$ cat config.mk
export PLATFORM = sky130hd
export DESIGN_NAME = spi_cs_master
export DESIGN_NICKNAME = d
export VERILOG_FILES = /design/src/rtl/spi_cs_pkg.sv /design/src/rtl/spi_cs_clkgen.sv /design/src/rtl/spi_cs_shifter.sv /design/src/rtl/spi_cs_regs.sv /design/src/rtl/spi_cs_master.sv
export SDC_FILE = /design/constraint.sdc
export NUM_CORES = 1
export LEC_CHECK = 0
export ABC_CLOCK_PERIOD_IN_PS = 2600
export BUFFER_PORTS_ARGS = -buffer_cell sky130_fd_sc_hd__buf_2
export CORE_ASPECT_RATIO = 1.75
export CORE_MARGIN = 2
export CORE_UTILIZATION = 59
export CTS_CLUSTER_DIAMETER = 30
export DETAILED_ROUTE_END_ITERATION = 7
export PLACE_DENSITY = 0.8
export SLEW_MARGIN = 20
export SYNTH_ARGS = -nofsm -noshare
export SYNTH_HDL_FRONTEND = slang
export SYNTH_SLANG_ARGS = --single-unit
$ cat constraint.sdc
create_clock -name clk -period 2.6 [get_ports clk]
set_input_delay 0.13 -clock clk [delete_from_list [all_inputs] [get_ports clk]]
set_output_delay 0.13 -clock clk [all_outputs]
set_load 0.05 [all_outputs]
$ cat src/rtl/spi_cs_pkg.sv
package spi_cs_pkg;

  localparam int REG_W = 16;
  localparam int DIV_W = 8;

  typedef enum logic [1:0] {
    RA_CTRL = 2'd0,
    RA_STAT = 2'd1,
    RA_TXD  = 2'd2,
    RA_RXD  = 2'd3
  } reg_addr_e;

  typedef struct packed {
    logic [DIV_W-1:0] div;
    logic [3:0]       spare;
    logic             late;
    logic             gen_on;
    logic             rx_on;
    logic             tx_on;
  } ctrl_t;

  // Last half-bit step of a frame: one bit of lead plus two steps per bit.
  function automatic int unsigned frame_last(input int unsigned w);
    return 2 * w + 2;
  endfunction

  // SCK level during a given step. Immediate mode is high on even data
  // steps; late mode is high on odd data steps.
  function automatic logic sck_level(input logic late, input int unsigned step,
                                     input int unsigned w);
    if (step < 2 || step >= frame_last(w)) return 1'b0;
    return (step[0] == late);
  endfunction

  // Word bit presented on MOSI during a data step.
  function automatic int unsigned bit_pos(input int unsigned step, input int unsigned w);
    return w - 1 - ((step - 2) / 2);
  endfunction

  // A tick leaving this step enters a mid-bit step, where MISO is taken.
  function automatic logic is_sample_step(input int unsigned step, input int unsigned w);
    return (step >= 2) && (step <= 2 * w) && (step[0] == 1'b0);
  endfunction

endpackage

$ cat src/rtl/spi_cs_clkgen.sv
module spi_cs_clkgen
  import spi_cs_pkg::*;
#(
  parameter int SYNC_BITS = 2
) (
  input  logic             clk,
  input  logic             rst_n,
  input  logic             gen_on,
  input  logic             restart,
  input  logic             hold,
  input  logic [DIV_W-1:0] div_live,
  output logic             tick,
  output logic             port_ready
);
  localparam int SYNC_TICKS = 2 * SYNC_BITS;
  localparam int SCW        = $clog2(SYNC_TICKS + 1);

  logic [DIV_W-1:0] cnt_q;
  logic [DIV_W-1:0] div_q;
  logic [DIV_W-1:0] div_eff;
  logic [SCW-1:0]   sync_q;

  // While a frame runs, the divider captured at its start is used.
  assign div_eff = hold ? div_q : div_live;
  assign tick    = gen_on && (cnt_q == div_eff);

  always_ff @(posedge clk) begin
    if (!rst_n) begin
      cnt_q <= '0;
      div_q <= '0;
    end else begin
      if (!hold) div_q <= div_live;
      if (!gen_on || restart || tick) cnt_q <= '0;
      else                            cnt_q <= cnt_q + 1'b1;
    end
  end

  always_ff @(posedge clk) begin
    if (!rst_n) begin
      sync_q     <= '0;
      port_ready <= 1'b0;
    end else if (!gen_on) begin
      sync_q     <= '0;
      port_ready <= 1'b0;
    end else if (tick && !port_ready) begin
      sync_q <= sync_q + 1'b1;
      if (sync_q == SCW'(SYNC_TICKS - 1)) port_ready <= 1'b1;
    end
  end

endmodule

$ cat src/rtl/spi_cs_shifter.sv
module spi_cs_shifter
  import spi_cs_pkg::*;
#(
  parameter int WORD_W = 16
) (
  input  logic              clk,
  input  logic              rst_n,
  input  logic              tick,
  input  logic              start,
  input  logic              abort,
  input  logic              late_in,
  input  logic [WORD_W-1:0] tx_word,
  input  logic              miso,
  output logic              busy,
  output logic              ss_n,
  output logic              sck,
  output logic              mosi,
  output logic              word_done,
  output logic              sample_en,
  output logic [WORD_W-1:0] rx_word
);
  localparam int LAST = 2 * WORD_W + 2;
  localparam int SW   = $clog2(LAST + 1);
  localparam int IW   = (WORD_W > 1) ? $clog2(WORD_W) : 1;

  logic [SW-1:0]     step_q;
  logic              busy_q;
  logic              late_q;
  logic [WORD_W-1:0] txw_q;
  logic [WORD_W-1:0] rxsh_q;
  int unsigned       step_i;
  logic [IW-1:0]     bidx;
  logic              in_data;
  logic              end_step;
  logic              advance;

  assign step_i    = 32'(step_q);
  assign in_data   = busy_q && (step_q >= SW'(2)) && (step_q < SW'(LAST));
  assign bidx      = IW'(bit_pos(step_i, WORD_W));
  assign end_step  = (step_q == SW'(LAST - 1));
  assign advance   = busy_q && tick && !abort;
  assign sample_en = advance && is_sample_step(step_i, WORD_W);
  assign word_done = advance && end_step;

  always_ff @(posedge clk) begin
    if (!rst_n) begin
      busy_q <= 1'b0;
      step_q <= '0;
      late_q <= 1'b0;
      txw_q  <= '0;
      rxsh_q <= '0;
    end else if (abort) begin
      busy_q <= 1'b0;
      step_q <= '0;
    end else if (start && !busy_q) begin
      busy_q <= 1'b1;
      step_q <= '0;
      late_q <= late_in;
      txw_q  <= tx_word;
    end else if (advance) begin
      if (end_step) begin
        busy_q <= 1'b0;
        step_q <= '0;
      end else begin
        step_q <= step_q + 1'b1;
      end
      if (sample_en) rxsh_q <= {rxsh_q[WORD_W-2:0], miso};
    end
  end

  assign busy    = busy_q;
  assign ss_n    = !busy_q;
  assign sck     = busy_q && sck_level(late_q, step_i, WORD_W);
  assign mosi    = in_data && txw_q[bidx];
  assign rx_word = rxsh_q;

endmodule

$ cat src/rtl/spi_cs_regs.sv
module spi_cs_regs
  import spi_cs_pkg::*;
#(
  parameter int WORD_W = 16
) (
  input  logic              clk,
  input  logic              rst_n,
  input  logic              reg_wr,
  input  logic              reg_rd,
  input  logic [1:0]        reg_addr,
  input  logic [REG_W-1:0]  reg_wdata,
  input  logic              busy,
  input  logic              port_ready,
  input  logic              word_done,
  input  logic [WORD_W-1:0] rx_word,
  output ctrl_t             ctrl,
  output logic              tx_wr,
  output logic [WORD_W-1:0] tx_word,
  output logic              rd_rx,
  output logic              rx_ready,
  output logic [REG_W-1:0]  reg_rdata
);
  logic [WORD_W-1:0] rx_data_q;
  logic [REG_W-1:0]  rx_ext;
  logic [REG_W-1:0]  stat;

  assign tx_wr   = reg_wr && (reg_addr == RA_TXD);
  assign tx_word = reg_wdata[WORD_W-1:0];
  assign rd_rx   = reg_rd && (reg_addr == RA_RXD);

  always_ff @(posedge clk) begin
    if (!rst_n)                             ctrl <= '0;
    else if (reg_wr && reg_addr == RA_CTRL) ctrl <= ctrl_t'(reg_wdata);
  end

  // A completed word takes priority over a clearing read in the same cycle.
  always_ff @(posedge clk) begin
    if (!rst_n) begin
      rx_ready  <= 1'b0;
      rx_data_q <= '0;
    end else if (!ctrl.rx_on) begin
      rx_ready <= 1'b0;
    end else if (word_done) begin
      rx_ready  <= 1'b1;
      rx_data_q <= rx_word;
    end else if (rd_rx) begin
      rx_ready <= 1'b0;
    end
  end

  always_comb begin
    rx_ext = '0;
    rx_ext[WORD_W-1:0] = rx_data_q;
    stat = '0;
    stat[0] = busy;
    stat[1] = rx_ready;
    stat[2] = port_ready;
    unique case (reg_addr)
      RA_CTRL: reg_rdata = ctrl;
      RA_STAT: reg_rdata = stat;
      RA_TXD:  reg_rdata = '0;
      default: reg_rdata = rx_ext;
    endcase
  end

endmodule

$ cat src/rtl/spi_cs_master.sv
module spi_cs_master
  import spi_cs_pkg::*;
#(
  parameter int WORD_W    = 16,
  parameter int SYNC_BITS = 2
) (
  input  logic             clk,
  input  logic             rst_n,
  input  logic             reg_wr,
  input  logic             reg_rd,
  input  logic [1:0]       reg_addr,
  input  logic [REG_W-1:0] reg_wdata,
  output logic [REG_W-1:0] reg_rdata,
  output logic             spi_sck,
  output logic             spi_ss_n,
  output logic             spi_mosi,
  input  logic             spi_miso
);
  ctrl_t             ctrl;
  logic              tx_on, rx_on, gen_on;
  logic              tick, port_ready, busy;
  logic              tx_wr, rd_rx, rx_ready;
  logic              start_xfer, abort_xfer;
  logic              word_done, sample_en;
  logic [WORD_W-1:0] tx_word, rx_word;

  assign tx_on      = ctrl.tx_on;
  assign rx_on      = ctrl.rx_on;
  assign gen_on     = ctrl.gen_on;
  assign start_xfer = tx_wr && !busy && port_ready && tx_on;
  assign abort_xfer = !gen_on || !tx_on;

  spi_cs_regs #(.WORD_W(WORD_W)) u_regs (
    .clk(clk), .rst_n(rst_n), .reg_wr(reg_wr), .reg_rd(reg_rd),
    .reg_addr(reg_addr), .reg_wdata(reg_wdata), .busy(busy),
    .port_ready(port_ready), .word_done(word_done), .rx_word(rx_word),
    .ctrl(ctrl), .tx_wr(tx_wr), .tx_word(tx_word), .rd_rx(rd_rx),
    .rx_ready(rx_ready), .reg_rdata(reg_rdata)
  );

  spi_cs_clkgen #(.SYNC_BITS(SYNC_BITS)) u_gen (
    .clk(clk), .rst_n(rst_n), .gen_on(gen_on), .restart(start_xfer),
    .hold(busy), .div_live(ctrl.div), .tick(tick), .port_ready(port_ready)
  );

  spi_cs_shifter #(.WORD_W(WORD_W)) u_shift (
    .clk(clk), .rst_n(rst_n), .tick(tick), .start(start_xfer),
    .abort(abort_xfer), .late_in(ctrl.late), .tx_word(tx_word),
    .miso(spi_miso), .busy(busy), .ss_n(spi_ss_n), .sck(spi_sck),
    .mosi(spi_mosi), .word_done(word_done), .sample_en(sample_en),
    .rx_word(rx_word)
  );

endmodule

==> flow_summary.yaml <==
sta:
  tns_ns: 0
  period_minus_slack_ns: 2.49
  clock_skew_ns: 0.00599
  rsz0062_at_grt: "no"
  fin_crit_sh: 0.958
  fmax_ghz: 0.402
  final_hold_viol_count: 0
  fin_hold_ws_ns: 0.0440
  finalSetupViolCount: 0
  timing.slew.headroom: 0.533
  report.final.slew_viol_count: 0
  tightest_slew_ns: 0.701
final_layout:
  nNetsFinal: 511
  area_delta_synth_final_pct: 12.6
  fin_util: 0.680
  multiInputGateArea_sq_um: 2290
  regArea_sq_um: 1860
  num-fill-cells: 571
  layout-drive-gt1-share: 0.163
  final_common_cell: "dfxtp_1"
  final_cell_mix: "dfxtp_1 (91), nand2_1 (78), mux2i_1 (64)"
  antenna_cells: 0
cts:
  clock_sinks: 93
  postCtsHoldBufs: 0
  path_clk_slew_ns: 0.06
  cts_setup_buffers: 0
  worstSkewPairLatency_ns: 0.34
  cts_buffer_depth: 2
  htree_levels: 3
  cts_tree: "built"
  ctsRootBufferMaster: "clkbuf_16"
  numCtsBuffers: 9
grt:
  grt_usage: 0.257
  grt_max_degree: 53
  antenna_found_initial: 0
  overflow: 0
  grt_pass1_wl_um: 15300
  grt_pass1_vias: 3272
worst_setup_path:
  r2r_end: "u_gen.sync_q[0]"
  cp_cell_sequence: "inv_1 -> ha_1 -> mux4_2 -> mux2_2 -> nor2_1 -> a21oi_1 -> and3_1 -> buf_2"
  cp_data_arrival_time_ns: 2.36
  reg2reg_depth: 5
  crit_path_start_kind: "register"
  crit_required_ns: 2.47
  cpPeakStageDelay_ns: 0.40
  timing.critical_path.from: "u_shift.step_q[2]"
  setup.worst_path.end: "spi_mosi"
  critical_path_class: "reg2out"
  reg2reg_slack_ns: 0.16
  crit_fanout: 8
  cp-end-kind: "output pin"
  r2r_start: "u_shift.busy"
  crit_slowest_cell: "dfxtp_2"
synth:
  synth.yosys.seq_area_share: 0.432
  synth-edff-count: 0
  ys_types: 47
  syn_nets: 479
  ys.flop_type: "dfxtp_1"
  synth_area_per_cell_sq_um: 9.63
  async_flop_share: 0
  yosysWarnings: 0
  syn-cell-area_sq_um: 4310
  ys_seq_elements: 93
  netlist_instances: 447
power_and_ir_drop:
  finalPower_mw: 2.87
  power_density_nw_per_um2: 592
  peakVddDrop_v: 0.000620
  leakage_nw: 2.15
outcome:
  status: "finished clean"
hold_path:
  hold_class: "in2reg"
routing:
  route.detailed.wl_per_inst_um: 16.7
  avgViaCountPerCell: 5.85
  dr.pass1.iters: 5
  ant_nets: 0
  drc: 0
  routed_wl_um: 9530
  vias: 3335
  drt-initial-drc-count: 299
placement:
  dpl.hpwl_um: 6720
  gp_congestion: 0.871
  port_buffers: 41
die:
  die_width_um: 68.6
  die_area_sq_um: 8030
  core_sq_um: 7130
  start_util: 0.604
  fp.dieH_um: 117
  io_pins: 42
  rows: 41
run:
  drv_cap: 0
what timing repair did:
action | in CTS | in global routing
hold endpoints to repair | 0 | 0
endpoints found under the setup margin | 1 | 1
resized for setup | 1 | 1
pin swaps | 0 | 0
routing by layer:
layer	up-vias	part of all wire	wire (um)	GRT usage
met5	-	0	0	0
li1	1625	-	-	-
met4	0	0.032	302	0.124
met1	1610	0.39	3710	0.274
met2	72	0.54	5190	0.458
met3	28	0.034	327	0.0593
critical path, delay by kind of cell, from the launching register on:
| kind | cells | cell delay [ns] |
|---|---|---|
| buf+inv | 2 | 0.29 |
| mux | 2 | 0.63 |
| fa+ha+maj | 1 | 0.39 |
| flops | 1 | 0.40 |
| simple gates | 2 | 0.25 |
| compound gates | 1 | 0.05 |
final cells by class:
class | count | area share
multi-input combinational | 319 | 0.471
inverter | 6 | 0.00464
sequential | 93 | 0.384
clock inverter | 4 | 0.00619
tap | 86 | 0.0222
clock buffer | 12 | 0.0550
timing repair buffer | 50 | 0.0562
registers in the layout, indices dropped and copies added (netlist names), 3 cells and up:
name,flops
u_regs.ctrl,16
u_gen.sync_q,3
u_gen.cnt_q,8
u_shift.txw_q,16
u_gen.div_q,8
u_shift.rx_word,16
u_regs.rx_data_q,16
u_shift.step_q,6
metrics by stage:
step	std cells	area, sq um	setup WS (ns)
after floorplan	447	4310	0.290
final	570	4850	0.110
after detailed placement	554	4550	0.00684
after global routing	570	4850	0.0194
after CTS	570	4850	0.00250
after global placement	554	4550	0.0856
cell families after synthesis:
kind of cell / after synthesis / synth area share
compound gates: 60 / 0.104
fa+ha+maj: 9 / 0.0261
mux: 69 / 0.172
simple gates: 165 / 0.196
flops: 93 / 0.432
xor+xnor: 16 / 0.0325
buf+inv: 35 / 0.0369
synth_stat cells, types with 3 or more instances:
cell type   n  area [sq um]
nand4_1     7          43.8
o21ai_0     5          25.0
nand2_1    78           293
xor2_1      6          52.6
dfxtp_1    93          1860
nor3_1      7          35.0
o31ai_1     3          22.5
nor2b_1    26           163
a21oi_1     9          45.0
a22o_1     13           114
inv_1       6          22.5
clkbuf_1   23          86.3
and3_1      6          37.5
nor2_1     16          60.1
xnor2_1    10          87.6
or4_1       3          22.5
and2_1      3          18.8
a21boi_0   16           120
nand3_1     9          45.0
ha_1        9           113
mux4_2      4          90.1
mux2i_1    64           641
buf_6       3          33.8
worst min-delay path by stage:
stage | from | endpoint | cells after the start
after floorplan | spi_miso | u_shift.rx_word[0] | 2
after global placement | spi_miso | u_shift.rx_word[0] | 3
after detailed placement | spi_miso | u_shift.rx_word[0] | 3
after CTS | spi_miso | u_shift.rx_word[0] | 3
after global routing | spi_miso | u_shift.rx_word[0] | 3
final | spi_miso | u_shift.rx_word[0] | 3
report_power, final:
part | switching [mW] | internal [mW]
Sequential | 0.00971 | 1.44
Clock | 0.542 | 0.730
Combinational | 0.101 | 0.0538
(Power assumes the default switching activity.)
